### src/rtl/gpio_irq_pkg.sv
package gpio_irq_pkg;
  localparam int PIN_COUNT    = 32;
  localparam int PINS_PER_IRQ = 8;
  localparam int BUS_AW       = 8;
  localparam int OFS_CAUSE    = 'h14;
  localparam int OFS_EMASK    = 'h18;
  localparam int OFS_LMASK    = 'h1C;

  typedef enum logic [1:0] {
    SEL_NONE  = 2'd0,
    SEL_CAUSE = 2'd1,
    SEL_EMASK = 2'd2,
    SEL_LMASK = 2'd3
  } reg_sel_e;
endpackage

### src/rtl/gpio_irq_regs.sv
module gpio_irq_regs
  import gpio_irq_pkg::*;
#(
  parameter int NUM_PINS = PIN_COUNT,
  parameter int ADDR_W   = BUS_AW,
  parameter int MASK_OFS = 'h20
) (
  input  logic                clk,
  input  logic                rst_n,
  input  logic                reg_wr,
  input  logic [ADDR_W-1:0]   reg_addr,
  input  logic [NUM_PINS-1:0] reg_wdata,
  input  logic [NUM_PINS-1:0] cause_rd,
  output logic                cause_wr,
  output logic [NUM_PINS-1:0] edge_mask,
  output logic [NUM_PINS-1:0] level_mask,
  output logic [NUM_PINS-1:0] reg_rdata
);
  localparam logic [ADDR_W-1:0] A_CAUSE = ADDR_W'(OFS_CAUSE);
  localparam logic [ADDR_W-1:0] A_EMASK = ADDR_W'(OFS_EMASK + MASK_OFS);
  localparam logic [ADDR_W-1:0] A_LMASK = ADDR_W'(OFS_LMASK + MASK_OFS);

  reg_sel_e sel;

  always_comb begin
    if (reg_addr == A_CAUSE)      sel = SEL_CAUSE;
    else if (reg_addr == A_EMASK) sel = SEL_EMASK;
    else if (reg_addr == A_LMASK) sel = SEL_LMASK;
    else                          sel = SEL_NONE;
  end

  assign cause_wr = reg_wr && (sel == SEL_CAUSE);

  always_ff @(posedge clk) begin
    if (!rst_n) begin
      edge_mask  <= '0;
      level_mask <= '0;
    end else if (reg_wr) begin
      if (sel == SEL_EMASK) edge_mask  <= reg_wdata;
      if (sel == SEL_LMASK) level_mask <= reg_wdata;
    end
  end

  always_comb begin
    case (sel)
      SEL_CAUSE: reg_rdata = cause_rd;
      SEL_EMASK: reg_rdata = edge_mask;
      SEL_LMASK: reg_rdata = level_mask;
      default:   reg_rdata = '0;
    endcase
  end
endmodule

### src/rtl/gpio_edge_latch.sv
module gpio_edge_latch #(
  parameter int NUM_PINS = 32
) (
  input  logic                clk,
  input  logic                rst_n,
  input  logic [NUM_PINS-1:0] adj_in,
  input  logic                cause_wr,
  input  logic [NUM_PINS-1:0] keep_bits,
  output logic [NUM_PINS-1:0] rise_vec,
  output logic [NUM_PINS-1:0] edge_cause
);
  logic [NUM_PINS-1:0] adj_q;
  logic [NUM_PINS-1:0] cause_next;

  assign rise_vec = adj_in & ~adj_q;

  // A fresh edge is ORed in after the clear, so it survives a same-cycle write.
  always_comb begin
    cause_next = cause_wr ? (edge_cause & keep_bits) : edge_cause;
    cause_next = cause_next | rise_vec;
  end

  always_ff @(posedge clk) begin
    if (!rst_n) begin
      adj_q      <= '0;
      edge_cause <= '0;
    end else begin
      adj_q      <= adj_in;
      edge_cause <= cause_next;
    end
  end
endmodule

### src/rtl/gpio_irq_group.sv
module gpio_irq_group #(
  parameter int NUM_PINS   = 32,
  parameter int GROUP_SIZE = 8,
  localparam int NUM_GRP   = NUM_PINS / GROUP_SIZE
) (
  input  logic                clk,
  input  logic                rst_n,
  input  logic [NUM_PINS-1:0] pending,
  output logic [NUM_GRP-1:0]  irq_out
);
  logic [NUM_GRP-1:0] grp_or;

  for (genvar g = 0; g < NUM_GRP; g++) begin : g_grp
    assign grp_or[g] = |pending[g*GROUP_SIZE +: GROUP_SIZE];
  end

  always_ff @(posedge clk) begin
    if (!rst_n) irq_out <= '0;
    else        irq_out <= grp_or;
  end
endmodule

### src/rtl/gpio_irq_agg.sv
module gpio_irq_agg
  import gpio_irq_pkg::*;
#(
  parameter int NUM_PINS   = PIN_COUNT,
  parameter int GROUP_SIZE = PINS_PER_IRQ,
  parameter int ADDR_W     = BUS_AW,
  parameter int MASK_OFS   = 'h20,
  localparam int NUM_GRP   = NUM_PINS / GROUP_SIZE
) (
  input  logic                clk,
  input  logic                rst_n,
  input  logic [NUM_PINS-1:0] pin_in,
  input  logic [NUM_PINS-1:0] pin_pol,
  input  logic                reg_wr,
  input  logic [ADDR_W-1:0]   reg_addr,
  input  logic [NUM_PINS-1:0] reg_wdata,
  output logic [NUM_PINS-1:0] reg_rdata,
  output logic [NUM_GRP-1:0]  irq_out
);
  logic [NUM_PINS-1:0] adj;
  logic [NUM_PINS-1:0] rise_vec;
  logic [NUM_PINS-1:0] edge_cause;
  logic [NUM_PINS-1:0] edge_mask;
  logic [NUM_PINS-1:0] level_mask;
  logic [NUM_PINS-1:0] pending;
  logic                cause_wr;

  assign adj     = pin_in ^ pin_pol;
  assign pending = (adj & level_mask) | (edge_cause & edge_mask);

  gpio_irq_regs #(
    .NUM_PINS(NUM_PINS), .ADDR_W(ADDR_W), .MASK_OFS(MASK_OFS)
  ) u_regs (
    .clk(clk), .rst_n(rst_n), .reg_wr(reg_wr), .reg_addr(reg_addr),
    .reg_wdata(reg_wdata), .cause_rd(edge_cause), .cause_wr(cause_wr),
    .edge_mask(edge_mask), .level_mask(level_mask), .reg_rdata(reg_rdata)
  );

  gpio_edge_latch #(.NUM_PINS(NUM_PINS)) u_edge (
    .clk(clk), .rst_n(rst_n), .adj_in(adj), .cause_wr(cause_wr),
    .keep_bits(reg_wdata), .rise_vec(rise_vec), .edge_cause(edge_cause)
  );

  gpio_irq_group #(.NUM_PINS(NUM_PINS), .GROUP_SIZE(GROUP_SIZE)) u_grp (
    .clk(clk), .rst_n(rst_n), .pending(pending), .irq_out(irq_out)
  );
endmodule

### config.mk
export PLATFORM = sky130hd
export DESIGN_NAME = gpio_irq_agg
export DESIGN_NICKNAME = d
export VERILOG_FILES = /design/src/rtl/gpio_irq_pkg.sv /design/src/rtl/gpio_irq_regs.sv /design/src/rtl/gpio_edge_latch.sv /design/src/rtl/gpio_irq_group.sv /design/src/rtl/gpio_irq_agg.sv
export SDC_FILE = /design/constraint.sdc
export NUM_CORES = 1
export LEC_CHECK = 0
export BUFFER_PORTS_ARGS = -buffer_cell sky130_fd_sc_hd__buf_2
export CORE_UTILIZATION = 54
export CTS_CLUSTER_SIZE = 20
export DETAILED_ROUTE_END_ITERATION = 8
export PLACE_DENSITY = 0.8
export SLEW_MARGIN = 20
export SYNTH_ARGS = -nofsm -noshare
export SYNTH_HDL_FRONTEND = slang
export SYNTH_HIERARCHICAL = 1
export SYNTH_SLANG_ARGS = --single-unit
### constraint.sdc
create_clock -name clk -period 2.73 [get_ports clk]
set_clock_uncertainty 0.1 [all_clocks]
set_input_delay 0.546 -clock clk [delete_from_list [all_inputs] [get_ports clk]]
set_output_delay 0.546 -clock clk [all_outputs]
set_load 0.05 [all_outputs]
==> reports/summary.md <==
The critical path is of the in -> out type. The clock passes through at most 2 buffers. The critical path contains buffers and inverters numbering 5 combined. The detailed-routing iteration count for the pre-antenna-repair pass was 5. The first global-routing pass estimated 24.3 mm of wire. The height of the die is 110 um, and the synthesized netlist cell count is 680. The combined area of the multi-input logic cells came out at 3330 um2.

The die is 110 um wide. The tools report the total global-route track usage as 26.7%. For this block, the initial DRC count from the detailed router was 345. The tools report the startpoint of the lowest-slack hold path as reg_wdata[14]. sky130_fd_sc_hd__dfxtp_1 takes more of the synthesized area than any other cell. 0 antenna diodes ended up in the layout. The global-route congestion overflow total came out at 0. TritonCTS built the clock tree. The worst slew margin relative to its limit is 73.6%, and the number of synthesized flops with an enable pin is 0. The post-synthesis compound-gate area fraction is 15.0%. The tool flagged a number of max-cap violations equal to 0. Setup total negative slack on the finished layout was measured at -0.422 ns.

Number of antenna violations at the first check in global routing: 0. The net count of the finished layout is 923. The total of buffers placed on input and output ports came out at 142. For this design the static power due to leakage is 0.00372 uW. After synthesis the cells add up to 6310 um2. Area fraction of the dominant cell type after synthesis: 41.9%.

The area of the placeable core came out at 11400 um2. The reg-to-reg critical path startpoint is u_edge/edge_cause[21]. The tools report the kind of start point of the critical path as an input pin.

After layout, the worst path uses 102% of the clock period. The total via count in the routed design is 5445. The signal on the critical path passes through buf_6, or4b_4, nor4_4, buf_4, buf_6, buf_6, a221o_2, buf_6. The simple-gate area share of the yosys netlist is 22.5%. After clock tree synthesis, the clock-pin slew on the worst setup and hold paths is 0.05 ns. The worst hold path terminates at u_edge/edge_cause[14]. The tightest min-delay check is of the in -> reg type. By area the synthesized netlist is led by sky130_fd_sc_hd__dfxtp_1 (42%), sky130_fd_sc_hd__mux2i_1 (10%), sky130_fd_sc_hd__nand2_1 (7.6%).

The most common cell type on the critical path was sky130_fd_sc_hd__buf_6. Counting instances, the worst hold path has a depth of 3. The row count is 39, and the count of pins on the block boundary is 143. For the initial core utilization, the log shows 55.3%. The buffer cell driving the clock tree root is sky130_fd_sc_hd__clkbuf_16. The endpoint identified for the worst register-to-register timing path is u_grp/irq_out[2]. The largest family of logic cells by synthesized area was simple AND/OR/NAND/NOR gates. The number of H-tree levels was 4; the distinct cell type count after synthesis was 27. The number of global-route vias before repair is 5139, and the register area share after synthesis is 41.9%. The post-detailed-route wirelength per cell was 16.9 um. The storage element area is 2640 um2, and the total half-perimeter wirelength after legalization and detailed placement is 10.2 mm. For the maximum operating frequency, the log shows 360 MHz. The fraction of layout instances using a drive strength above 1 was 29.1%; the total length of routed wires was 16.4 mm. The master of the slowest instance on the critical path is sky130_fd_sc_hd__or4b_4.

The delay of the slowest critical-path stage is 0.56 ns. The endpoint arrival time on the critical path is 2.13 ns, and the share of flip-flops with an asynchronous set or reset is 0%. The clock reaches the later pin of the worst-skew pair after 0.41 ns.

Summing the areas of all xor and xnor instances in the mapped netlist gives 4.44% of the synthesized area. At the pin with the least slew margin, the transition time is 0.395 ns. Number of synthesized register bits: 132. The residual DRC count is 0. The Yosys step of the flow raised 6 warnings. Setup violations remaining at the end of the flow were counted as 23. The required arrival time at the worst endpoint is 2.08 ns, and the total clock sinks is 132. For the worst flop-to-flop path, the logic depth is 3. The area growth from synthesis to layout is 29.2%. The power per unit of standard cell area was 594 nW/um2; the minimum setup slack in the final design was -0.0448 ns. The checks that failed: negative setup slack. In the routed layout, each cell is associated on average with a via count of 5.61.

For this run, the share of the core covered by cells in the final layout is 71.4%. Entering global routing, the biggest net connects 82 pins. IR analysis of the VDD net gives a maximum drop of 0.419 mV. The worst-path maximum fanout came out at 5.

The worst register-to-register path has a setup slack of 1.49 ns. Setup repair after global routing could not meet its margin everywhere. Averaged over all synthesized cells, the footprint is 9.28 um2.

The post-synthesis adder-cell area fraction is 0%. The prevailing post-synth register cell is sky130_fd_sc_hd__dfxtp_1. The kind of end point of the critical path is an output pin. The cell family contributing the most delay on the critical path was simple AND/OR/NAND/NOR gates. The die covers 12100 um2.

Fill cells in the final layout number 820. The fraction of synthesized area in multiplexers was 10.1%. The run gives 0 as the post-detailed-route count of antenna-violating nets.

The tools report the synthesized netlist net count as 787. The flow ran to the end, but the final reports show violations. TritonCTS created 17 clock buffers. Final max-slew violation count: 0.

Routability-driven placement finished with a final weighted congestion of 0.796. For the finished layout, the period the worst path requires is 2.77 ns. Count of final hold-check violations: 0.
final cells by class:
type	count	share of cell area, %
repair buffers	163	15.5
flip-flops and latches	132	32.4
inverters	33	1.52
well taps	143	2.19
clock inverters	11	1.93
clock buffers	20	5.60
multi-input cells	469	40.9
metal layers:
layer | routed length, um | track usage (%) | part of all wire, %
met4 | 411 | 13.3 | 2.5
met3 | 1120 | 6.35 | 6.9
met5 | 0 | 0 | 0
met2 | 8040 | 44.6 | 49
met1 | 6820 | 32.1 | 42
worst reg2reg max path, stage by stage (launching register included):
cell,delay (ns)
sky130_fd_sc_hd__dfxtp_1,0.32
sky130_fd_sc_hd__a22o_1,0.25
sky130_fd_sc_hd__nor4_2,0.35
sky130_fd_sc_hd__a21boi_1,0.10
what timing repair did:
action,in CTS,in global routing
hold endpoints to repair,0,0
resized for setup,41,35
setup endpoints to repair,32,32
pin swaps,2,3
setup buffers,3,1
hold buffers,0,0
gates cloned,2,2
synthesized netlist by cell type, types with 9 or more instances:
cell type                     n
sky130_fd_sc_hd__and2_1      33
sky130_fd_sc_hd__nor3_1      32
sky130_fd_sc_hd__dfxtp_1    132
sky130_fd_sc_hd__nor2b_1     64
sky130_fd_sc_hd__clkbuf_1    26
sky130_fd_sc_hd__inv_1       33
sky130_fd_sc_hd__xor2_1      32
sky130_fd_sc_hd__a221o_1     32
sky130_fd_sc_hd__a22o_1      32
sky130_fd_sc_hd__o2bb2ai_1   26
sky130_fd_sc_hd__buf_2        9
sky130_fd_sc_hd__mux2i_1     64
sky130_fd_sc_hd__nand2_1    128
where the power goes:
group	leakage (uW)	total [uW]	switching [uW]	internal [uW]
registers	0.00108	2100	64.2	2030
clock network	0.000305	2350	796	1560
logic	0.00234	390	209	181
total	0.00372	4840	1070	3770
registers in the layout, summed over array words and instances (netlist names):
register / cells
u_edge/adj_q: 32
u_grp/irq_out: 4
u_edge/edge_cause: 32
u_regs/level_mask: 32
u_regs/edge_mask: 32
cell families (layout without fill, tap and decap cells):
family / after synthesis / after routing
AO/OA/AOI/OAI: 100 / 100
buffers and inverters: 79 / 227
flip-flops: 132 / 132
XOR/XNOR: 32 / 32
AND/OR/NAND/NOR: 273 / 273
multiplexers: 64 / 64
placed cells by master (no fill, tap or decap), types with 2 or more instances in the layout:
cell                          n
sky130_fd_sc_hd__nor3_1      32
sky130_fd_sc_hd__o2bb2ai_1   26
sky130_fd_sc_hd__buf_8        8
sky130_fd_sc_hd__buf_4       13
sky130_fd_sc_hd__nor2b_1     64
sky130_fd_sc_hd__a221o_2     29
sky130_fd_sc_hd__a21boi_1     4
sky130_fd_sc_hd__mux2i_1     64
sky130_fd_sc_hd__a22o_1      32
sky130_fd_sc_hd__nand2_1    128
sky130_fd_sc_hd__and2_1      33
sky130_fd_sc_hd__buf_2      108
sky130_fd_sc_hd__bufinv_16    4
sky130_fd_sc_hd__nor4_2       8
sky130_fd_sc_hd__or3_2        2
sky130_fd_sc_hd__clkbuf_16   19
sky130_fd_sc_hd__clkbuf_8     2
sky130_fd_sc_hd__clkinv_2     6
sky130_fd_sc_hd__a221o_1      3
sky130_fd_sc_hd__inv_1       33
sky130_fd_sc_hd__buf_6       22
sky130_fd_sc_hd__buf_12       9
sky130_fd_sc_hd__xor2_1      32
sky130_fd_sc_hd__dfxtp_1    132
sky130_fd_sc_hd__o2bb2ai_2    6
worst max path at each step:
stage	slack, ns	startpoint	cells after the start	to
6_report	-0.04	reg_addr[7]	8	reg_rdata[16]
3_5_place_dp	-0.07	reg_addr[7]	6	reg_rdata[14]
5_1_grt	-0.07	reg_addr[7]	7	reg_rdata[12]
3_3_place_gp	-0.05	reg_addr[7]	6	reg_rdata[30]
4_1_cts	-0.02	reg_addr[7]	7	reg_rdata[7]
2_1_floorplan	0.009	reg_addr[2]	4	reg_rdata[22]
stage by stage:
stage	cells	hold WS [ns]	area, um2	worst slack (ns)	power [uW]
after floorplan	680	0.342	6350	0.00925	2350
after global placement	932	0.351	7200	-0.0461	2490
after detailed placement	932	0.361	7200	-0.0691	2510
after CTS	968	0.291	8000	-0.0241	4880
after global routing	971	0.315	8160	-0.0706	5020
final	971	0.308	8160	-0.0448	4840
(Power assumes the default switching activity.)
